$ cat src/rtl/stack_pkg.sv
package stack_pkg;
  typedef enum logic [1:0] {
    OP_IDLE   = 2'd0,
    OP_PUSH   = 2'd1,
    OP_POP    = 2'd2,
    OP_REFUSE = 2'd3
  } stack_op_e;
endpackage

$ cat src/rtl/stack_level.sv
module stack_level #(
  parameter int          PTR_W     = 16,
  parameter int          DEPTH     = 5,
  parameter logic [15:0] EMPTY_PTR = 16'h4000,
  localparam int         CNT_W     = $clog2(DEPTH + 1)
) (
  input  logic             clk_i,
  input  logic             rst_ni,
  input  logic             dec_i,
  input  logic             inc_i,
  output logic [CNT_W-1:0] level_o,
  output logic [PTR_W-1:0] sp_o,
  output logic             empty_o,
  output logic             full_o
);
  logic [CNT_W-1:0] level_q;

  always_ff @(posedge clk_i or negedge rst_ni) begin
    if (!rst_ni)    level_q <= '0;
    else if (dec_i) level_q <= level_q + 1'b1;
    else if (inc_i) level_q <= level_q - 1'b1;
  end

  assign level_o = level_q;
  assign sp_o    = PTR_W'(EMPTY_PTR) - PTR_W'(level_q);
  assign empty_o = (level_q == '0);
  assign full_o  = (level_q == CNT_W'(DEPTH));

  AST_NO_DOUBLE_MOVE: assert property (@(posedge clk_i) disable iff (!rst_ni)
    !(dec_i && inc_i)) else $error("pointer moved both ways");
  AST_LEVEL_BOUND: assert property (@(posedge clk_i) disable iff (!rst_ni)
    level_q <= CNT_W'(DEPTH)) else $error("level out of range");
endmodule

$ cat src/rtl/stack_store.sv
module stack_store #(
  parameter int  DATA_W = 16,
  parameter int  DEPTH  = 5,
  localparam int IDX_W  = $clog2(DEPTH + 1)
) (
  input  logic              clk_i,
  input  logic              we_i,
  input  logic [IDX_W-1:0]  widx_i,
  input  logic [DATA_W-1:0] wdata_i,
  input  logic [IDX_W-1:0]  ridx_i,
  output logic [DATA_W-1:0] rdata_o
);
  logic [DATA_W-1:0] mem_q [DEPTH];

  always_ff @(posedge clk_i) begin
    if (we_i) mem_q[widx_i] <= wdata_i;
  end

  assign rdata_o = mem_q[ridx_i];

  AST_WRITE_IN_RANGE: assert property (@(posedge clk_i)
    we_i |-> (widx_i < IDX_W'(DEPTH))) else $error("write outside store");
endmodule

$ cat src/rtl/stack_ctrl.sv
module stack_ctrl
  import stack_pkg::*;
#(
  parameter int          DATA_W    = 16,
  parameter int          PTR_W     = 16,
  parameter int          DEPTH     = 5,
  parameter logic [15:0] EMPTY_PTR = 16'h4000,
  localparam int         CNT_W     = $clog2(DEPTH + 1)
) (
  input  logic              clk_i,
  input  logic              rst_ni,
  input  logic              push_i,
  input  logic              pop_i,
  input  logic [DATA_W-1:0] wdata_i,
  output logic              ack_o,
  output logic              err_o,
  output logic [DATA_W-1:0] rdata_o,
  output logic [PTR_W-1:0]  sp_o,
  output logic [CNT_W-1:0]  count_o,
  output logic              empty_o,
  output logic              full_o
);
  stack_op_e         op;
  logic [CNT_W-1:0]  level;
  logic [DATA_W-1:0] top_word;
  logic              ack_q, err_q;
  logic [DATA_W-1:0] rdata_q;

  // push has priority; the pop strobe is dropped when both are high
  always_comb begin
    op = OP_IDLE;
    if (push_i)     op = full_o  ? OP_REFUSE : OP_PUSH;
    else if (pop_i) op = empty_o ? OP_REFUSE : OP_POP;
  end

  stack_level #(
    .PTR_W(PTR_W), .DEPTH(DEPTH), .EMPTY_PTR(EMPTY_PTR)
  ) u_level (
    .clk_i   (clk_i),
    .rst_ni  (rst_ni),
    .dec_i   (op == OP_PUSH),
    .inc_i   (op == OP_POP),
    .level_o (level),
    .sp_o    (sp_o),
    .empty_o (empty_o),
    .full_o  (full_o)
  );

  // slot k holds address EMPTY_PTR-1-k: new top at slot level, current top at level-1
  stack_store #(
    .DATA_W(DATA_W), .DEPTH(DEPTH)
  ) u_store (
    .clk_i   (clk_i),
    .we_i    (op == OP_PUSH),
    .widx_i  (level),
    .wdata_i (wdata_i),
    .ridx_i  (level - 1'b1),
    .rdata_o (top_word)
  );

  always_ff @(posedge clk_i or negedge rst_ni) begin
    if (!rst_ni) begin
      ack_q   <= 1'b0;
      err_q   <= 1'b0;
      rdata_q <= '0;
    end else begin
      ack_q <= (op != OP_IDLE);
      err_q <= (op == OP_REFUSE);
      if (op == OP_POP) rdata_q <= top_word;
    end
  end

  assign ack_o   = ack_q;
  assign err_o   = err_q;
  assign rdata_o = rdata_q;
  assign count_o = level;

  AST_PUSH_DEC: assert property (@(posedge clk_i) disable iff (!rst_ni)
    (push_i && !full_o) |=> (sp_o == $past(sp_o) - 1'b1) && !err_o) else $error("push");
  AST_POP_INC: assert property (@(posedge clk_i) disable iff (!rst_ni)
    (pop_i && !push_i && !empty_o) |=> (sp_o == $past(sp_o) + 1'b1) && !err_o) else $error("pop");
  AST_NO_UNDERFLOW: assert property (@(posedge clk_i) disable iff (!rst_ni)
    (pop_i && !push_i && empty_o) |=> err_o && $stable(sp_o) && $stable(rdata_o)) else $error("underflow");
  AST_NO_OVERFLOW: assert property (@(posedge clk_i) disable iff (!rst_ni)
    (push_i && full_o) |=> err_o && $stable(sp_o)) else $error("overflow");
  AST_SP_RANGE: assert property (@(posedge clk_i) disable iff (!rst_ni)
    (sp_o <= PTR_W'(EMPTY_PTR)) && (sp_o >= PTR_W'(EMPTY_PTR) - PTR_W'(DEPTH))) else $error("sp range");
  AST_ACK_PULSE: assert property (@(posedge clk_i) disable iff (!rst_ni)
    (push_i || pop_i) |=> ack_o) else $error("missing ack");
  AST_ACK_IDLE: assert property (@(posedge clk_i) disable iff (!rst_ni)
    !(push_i || pop_i) |=> !ack_o && !err_o) else $error("spurious ack");
  AST_RDATA_HOLD: assert property (@(posedge clk_i) disable iff (!rst_ni)
    !(pop_i && !push_i && !empty_o) |=> $stable(rdata_o)) else $error("rdata moved");
endmodule

$ cat config.mk
export PLATFORM = sky130hd
export DESIGN_NAME = stack_ctrl
export DESIGN_NICKNAME = d
export VERILOG_FILES = /design/src/rtl/stack_pkg.sv /design/src/rtl/stack_level.sv /design/src/rtl/stack_store.sv /design/src/rtl/stack_ctrl.sv
export SDC_FILE = /design/constraint.sdc
export NUM_CORES = 1
export LEC_CHECK = 0
export BUFFER_PORTS_ARGS = -buffer_cell sky130_fd_sc_hd__buf_2
export CAP_MARGIN = 20
export CORE_ASPECT_RATIO = 1.25
export CORE_MARGIN = 3
export CORE_UTILIZATION = 55
export DETAILED_ROUTE_END_ITERATION = 10
export PLACE_DENSITY = 0.82
export SLEW_MARGIN = 5
export SYNTH_ARGS = -nofsm -noshare
export SYNTH_HDL_FRONTEND = slang
export SYNTH_HIERARCHICAL = 1
export SYNTH_SLANG_ARGS = --single-unit
$ cat constraint.sdc
create_clock -name clk_i -period 5.9 [get_ports clk_i]
set_clock_uncertainty 0.05 [all_clocks]
set_input_delay 1.77 -clock clk_i [delete_from_list [all_inputs] [get_ports clk_i]]
set_output_delay 1.77 -clock clk_i [all_outputs]
set_load 0.1 [all_outputs]
# Word level (Yosys, flattened, before mapping)
# Memories as Yosys holds them, arrays and structs flattened. A register that Yosys moved wholly into a read port is not among the register bits.
# Index checks and enable logic that the tools add are counted.
# classes
n_addsub,3
eq_ne,4
mux,8
n_reduce_logical,4
# op_table
cell,n
subtractor 15 x 3 -> 16 bit (first input constant),1
2-to-1 mux 2 bit,3
2-to-1 mux 3 bit,2
== test 2 bit (second input constant),2
nonzero test 2 bit,2
adder 3 x 1 -> 3 bit (second input constant),1
== test 3 bit (second input constant),1
logical NOT 3 bit,1
2-to-1 mux 1 bit,3
subtractor 3 x 1 -> 3 bit (second input constant),1
== test 2 x 1 -> 1 bit (second input constant),1
logical NOT 1 bit,1
# totals
regBits,5
mem_bits_rw,80
out_inout_bits,39
mem_count,1
# memory_table
name,depth,width,read_ports,rd_clocked_by_memory_dff,write_ports,line_no,source
u_store.mem_q,5,16,1,1,1,stack_store.sv:13,logic [DATA_W-1:0] mem_q [DEPTH];

# Logic depth before layout (Yosys ltp)
# Gate-level depths: netlist (run 1).
# depth
word_depth,7
ltp_mapped,10

# Cells and area by module
# Netlist (run 1), hierarchy kept.
# by_module_without_submodules
module,n_inst,cells_per_inst,area_each_um2
stack_store,1,180,3175.5
stack_ctrl,1,46,760.7
stack_level,1,33,307.8

# Worst setup path before layout (run 1)
# OpenSTA, ideal clock, no wires.
# synth_timing
path_kind,register to output
from,register u_level.level_q[1] (netlist: u_level/level_o[1])
to,output sp_o[10]
arrival_ps,3300
required_time_ps,4080
setup_slack_ps,780
stages_incl_launch_ff,6
n_path_buf,1
cell_sequence,dfrtp_1 -> inv_1 -> ha_1 -> ha_1 -> inv_1 -> buf_4
# synth_between
elab_chain_len,1
# synth_rtl
item,line_no,source
start: declaration,stack_level.sv:16,logic [CNT_W-1:0] level_q;
start signal: assignment,stack_level.sv:20,else if (dec_i) level_q <= level_q + 1'b1;
start signal: assignment,stack_level.sv:21,else if (inc_i) level_q <= level_q - 1'b1;
subtractor 15 x 3 -> 16 bit,stack_level.sv:25,assign sp_o = PTR_W'(EMPTY_PTR) - PTR_W'(level_q);
end: declaration,stack_ctrl.sv:18,"output logic [PTR_W-1:0] sp_o,"
# Every way passes these cells.

# Worst setup path in the final report (run 1)
# layout_timing
from,register u_level.level_q[1] (netlist: u_level/level_o[1])
to,output sp_o[12]
# The elaborated chain is that of the path after synthesis.

==> flow_summary.json, run 1 <==
{
  "grt-ovfl-total": 0,
  "wire_per_inst_um": 18.5,
  "ys_seq_area_share_pct": 69.0,
  "critPathCaptureType": "primary output",
  "coreArea_mm2": 0.00744,
  "cp_max_fo": 9,
  "syn_area_per_cell_um2": 16.4,
  "fin_hold_ws_ns": 0.461,
  "synth_top_area_share_pct": 56.6,
  "place_congestion": 0.726,
  "hold_viol": 0,
  "rows": 35,
  "grt_pass1_vias": 2371,
  "initial_utilization_pct": 57.0,
  "antenna_left": 0,
  "run_status": "finished clean",
  "finalWirelength_mm": 7.60,
  "antenna_found_initial": 0,
  "htree_levels": 3,
  "r2r_start": "u_level/level_o[1]",
  "synthesis.area_mm2": 0.00424,
  "grt_usage_pct": 18.3,
  "ios": 59,
  "r2r_slack_ns": 3.38,
  "nets": 338,
  "firstDrtPassIters": 4,
  "slew_headroom_pct": 58.0,
  "grt_first_pass_wirelength_mm": 12.3,
  "setup_viol": 0,
  "cp.arrival_ns": 2.05,
  "via_count": 2280,
  "antenna_cells": 0,
  "synth_flop_cell": "edfxtp_1",
  "syn2layout_area_growth_pct": 11.7,
  "dieArea_mm2": 0.00881,
  "ys_seq_elements": 101,
  "synth-async-reset-ratio_pct": 20.8,
  "cts_sinks": 101,
  "hold_class": "register to register",
  "drive_above_1_share_pct": 34.9,
  "numCtsBuffers": 9,
  "path_class": "register to primary output",
  "rsz0062_at_grt": "no",
  "die_width_um": 84.6,
  "ctsHoldBuffers": 0,
  "period_share_pct": 65.6,
  "syn_inst": 259,
  "final_area_mm2": 0.00474,
  "die_y_um": 104,
  "place_area_mm2": 0.00452,
  "clk_pin_slew_ns": 0.09,
  "tightest_slew_ns": 0.629,
  "cts_buffer_depth": 2,
  "fmax_ghz": 0.258,
  "endpoint": "sp_o[12]",
  "postCtsResizedCells": 0,
  "synthesis.nets": 284,
  "cp-start-kind": "register",
  "synth_area_leaders": "edfxtp_1 (57%), dfrtp_1 (12%), mux2i_1 (3.8%)",
  "ys_types": 35,
  "yosysWarnings": 6,
  "ff2ff_path_depth": 9,
  "vias_per_cell": 5.56,
  "worstReg2RegEnd": "u_level/level_o[2]",
  "dp_hpwl_mm": 4.78,
  "clk_latency_ns": 0.36,
  "synth_area_leader_cell": "edfxtp_1",
  "cp_data_required_time_ns": 4.08,
  "drv_cap": 0,
  "postCtsSetupRepairBufs": 0,
  "cts_tree": "built",
  "cp-startpoint": "u_level/level_o[1]",
  "setup_tns_ns": 0,
  "root_buffer": "clkbuf_8",
  "grt_max_degree": 49,
  "io_buffer_count": 57,
  "synth_edf_count": 80,
  "drt_iter0_drc": 164,
  "drc": 0,
  "timing.final.max_slew_violations": 0,
  "fin_crit_ns": 3.87
}
## through the flow
stage	util, %	setup slack, ns	cells
after floorplan	-	0.780	259
after CTS	63.7	1.99	410
after detailed placement	60.8	2.39	394
after global placement	60.8	2.46	394
final	63.7	2.03	410
after global routing	63.7	1.89	410
## area by class of cell
| type | instances | area [um2] |
|---|---|---|
| fill | 548 | 2710 |
| multi-input combinational | 111 | 1040 |
| clock buffer | 11 | 131 |
| sequential | 101 | 2930 |
| tap | 92 | 115 |
| clock inverter | 5 | 85.1 |
| timing repair buffer | 66 | 353 |
| inverter | 24 | 90.1 |
## Yosys cell counts, types with 2 or more instances
library cell and number:
dfrtp_1 21, nor3_1 2, a211oi_1 13, buf_4 15, nand2b_1 2, buf_12 2, mux2_4 10, a221oi_2 4
edfxtp_1 80, buf_2 2, nor2b_1 17, mux2i_1 16, nor2_1 3, mux2_2 7, a221oi_1 12, nor3b_1 2
xnor2_1 2, nand2_1 3, buf_6 2, inv_1 24, a211oi_2 3, ha_1 4
## flip-flops by register name (all words and copies together), names as in the netlist
register and count:
u_level/level_o 3, rdata_o 16, err_o 1, ack_o 1
u_store/mem_q 80
## placed cells by master, fill, tap and decap left out, types with 2 or more instances in the layout
cell        n
inv_1      24
bufinv_16   2
buf_2      57
nand2_1     3
a211oi_2    3
a221oi_1   12
nor2b_1    17
ha_1        4
clkinv_4    2
nor2_1      3
buf_4       9
nand2b_1    2
nor3_2      2
dfrtp_1    21
xnor2_1     2
a211oi_1   13
a221oi_2    4
mux2_4     10
mux2_2      7
clkbuf_1    2
edfxtp_1   80
clkbuf_8    9
mux2i_1    16
## critical path, stage by stage (launching register included)
cell and delay (ns):
dfrtp_1 0.54, inv_1 0.13, ha_1 0.20, ha_1 0.25
inv_1 0.13, buf_2 0.44
## how the worst min path moves through the flow
stage	start	end	slack, ns	depth (start not counted)
6_report	rdata_o[4]	rdata_o[4]	0.46	1
5_1_grt	rdata_o[9]	rdata_o[9]	0.49	1
4_1_cts	rdata_o[4]	rdata_o[4]	0.46	1
3_5_place_dp	rdata_o[4]	rdata_o[4]	0.44	1
3_3_place_gp	rdata_o[4]	rdata_o[4]	0.44	1
2_1_floorplan	u_store/mem_q[3][4]	rdata_o[4]	0.66	3
## metal layers
| metal | wire length (um) | up-vias | global-route usage (%) |
|---|---|---|---|
| met2 | 3970 | 77 | 31.6 |
| met3 | 455 | 15 | 4.60 |
| li1 | - | 1056 | - |
| met1 | 3030 | 1132 | 22.3 |
| met4 | 133 | 0 | 6.22 |
| met5 | 0 | - | 0 |
## cells by family after synthesis
family | count (synthesis) | synth area share [%]
compound gates | 34 | 7.31
xor+xnor | 3 | 0.619
fa+ha+maj | 5 | 1.65
buf+inv | 47 | 6.93
flops | 101 | 69.0
mux | 33 | 9.17
other cells | 1 | 0.0884
simple gates | 35 | 5.25
Power of run 1 is not shown: default switching activity piles up to over one toggle a cycle in this logic, so the estimate is an artifact.
==> inputs of run 2 (changes only) <==
==> constraint.sdc (replaced) <==
create_clock -name clk_i -period 4 [get_ports clk_i]
set_clock_uncertainty 0.05 [all_clocks]
set_input_delay 1.2 -clock clk_i [delete_from_list [all_inputs] [get_ports clk_i]]
set_output_delay 1.2 -clock clk_i [all_outputs]
set_load 0.1 [all_outputs]
==> run 2 against run 1 <==
Against the previous run: clock-buffer cell count is 2 lower; first-iteration DRC count is 15% lower; cell area is 0.24% lower; critical path depth stayed put; non-clock buffer count stayed put; highest routed layer unchanged; routed wire length is 2.8% lower.
==> flow_summary.json, run 2 (synthesized netlist as in run 1, its figures left out) <==
{
  "run_status": "finished clean",
  "cp_data_required_time_ns": 2.75,
  "drive_above_1_share_pct": 36.5,
  "hold_class": "register to register",
  "rows": 35,
  "r2r_slack_ns": 1.29,
  "cts_sinks": 101,
  "cp-start-kind": "register",
  "antenna_cells": 0,
  "cpPeakStageDelay_ns": 0.49,
  "firstDrtPassIters": 4,
  "clk_latency_ns": 0.36,
  "top_layer": "met4",
  "io_buffer_count": 57,
  "slew_headroom_pct": 46.4,
  "dp_hpwl_mm": 4.74,
  "timing.final.max_slew_violations": 0,
  "final_area_mm2": 0.00473,
  "antenna_left": 0,
  "syn2layout_area_growth_pct": 11.4,
  "cp_max_fo": 9,
  "grt_pass1_vias": 2209,
  "cts_buffer_depth": 2,
  "coreArea_mm2": 0.00744,
  "die_width_um": 84.6,
  "numCtsBuffers": 9,
  "dieArea_mm2": 0.00881,
  "drc": 0,
  "die_y_um": 104,
  "path_class": "register to primary output",
  "root_buffer": "clkbuf_8",
  "rsz0062_at_grt": "no",
  "met1_length_mm": 3.11,
  "postCtsSetupRepairBufs": 0,
  "grt_max_degree": 49,
  "postLayoutCoreUtil_pct": 63.5,
  "final_common_cell": "edfxtp_1",
  "period_share_pct": 79.1,
  "cpMostUsedCell": "inv_1",
  "path_buf_inv": 3,
  "setup_viol": 0,
  "regMostFlops": "u_store/mem_q",
  "met2_length_mm": 3.75,
  "hold_viol": 0,
  "grt-ovfl-total": 0,
  "nets": 338,
  "largest_reg_flops": 80,
  "vias_per_cell": 5.58,
  "grt_first_pass_wirelength_mm": 11.7,
  "crit_chain": "inv_1 > ha_1 > ha_2 > inv_1 > buf_2",
  "fin_crit_ns": 3.16,
  "antenna_found_initial": 0,
  "finalWirelength_mm": 7.38,
  "setup_tns_ns": 0,
  "tightest_slew_ns": 0.802,
  "clk_pin_slew_ns": 0.09,
  "fmax_ghz": 0.316,
  "layout_common_cells": "edfxtp_1 (80), buf_2 (57), inv_1 (24)",
  "wire_per_inst_um": 18.0,
  "ctsHoldBuffers": 0,
  "grt_usage_pct": 17.5,
  "htree_levels": 3,
  "cp.arrival_ns": 1.91,
  "cts_tree": "built",
  "crit_family": "buffers and inverters",
  "place_congestion": 0.702,
  "drt_iter0_drc": 140,
  "via_count": 2288,
  "critPathCaptureType": "primary output",
  "postCtsResizedCells": 0,
  "place_area_mm2": 0.00453,
  "ios": 59,
  "slowest_stage": "dfrtp_2",
  "drv_cap": 0,
  "wl_met3_um": 405,
  "initial_utilization_pct": 57.0
}
run 2: path summary, 6_finish.rpt:
| path | from | endpoint | cells after the start |
|---|---|---|---|
| min | rdata_o[6] | rdata_o[6] | 1 |
| min reg2reg | rdata_o[6] | rdata_o[6] | 1 |
| min in group asynchronous | rst_ni | rdata_o[11] | 1 |
| max reg2reg | u_level/level_o[1] | u_store/mem_q[0][12] | 7 |
| max | u_level/level_o[1] | sp_o[10] | 5 |
| max in group asynchronous | rst_ni | u_level/level_o[2] | 1 |
run 2: layout make-up:
type | count | area, um2
sequential | 101 | 2930
fill | 528 | 2720
multi-input combinational | 111 | 1040
timing repair buffer | 66 | 353
clock buffer | 9 | 124
tap | 92 | 115
inverter | 24 | 90.1
clock inverter | 7 | 75.1
run 2: per-layer routing:
layer | up-vias | GRT usage, %
met5 | - | 0
met4 | 0 | 8.14
met3 | 8 | 2.46
met2 | 77 | 28.2
met1 | 1150 | 23.5
li1 | 1053 | -
run 2: stage by stage:
step,std cells,setup WS (ns),hold WS (ns)
6_report,410,0.837,0.462
5_1_grt,410,0.738,0.481
4_1_cts,410,0.814,0.467
3_5_place_dp,394,0.857,0.439
3_3_place_gp,394,0.982,0.439
2_1_floorplan,259,0.115,0.658
Power of run 2 is left out for the same reason.
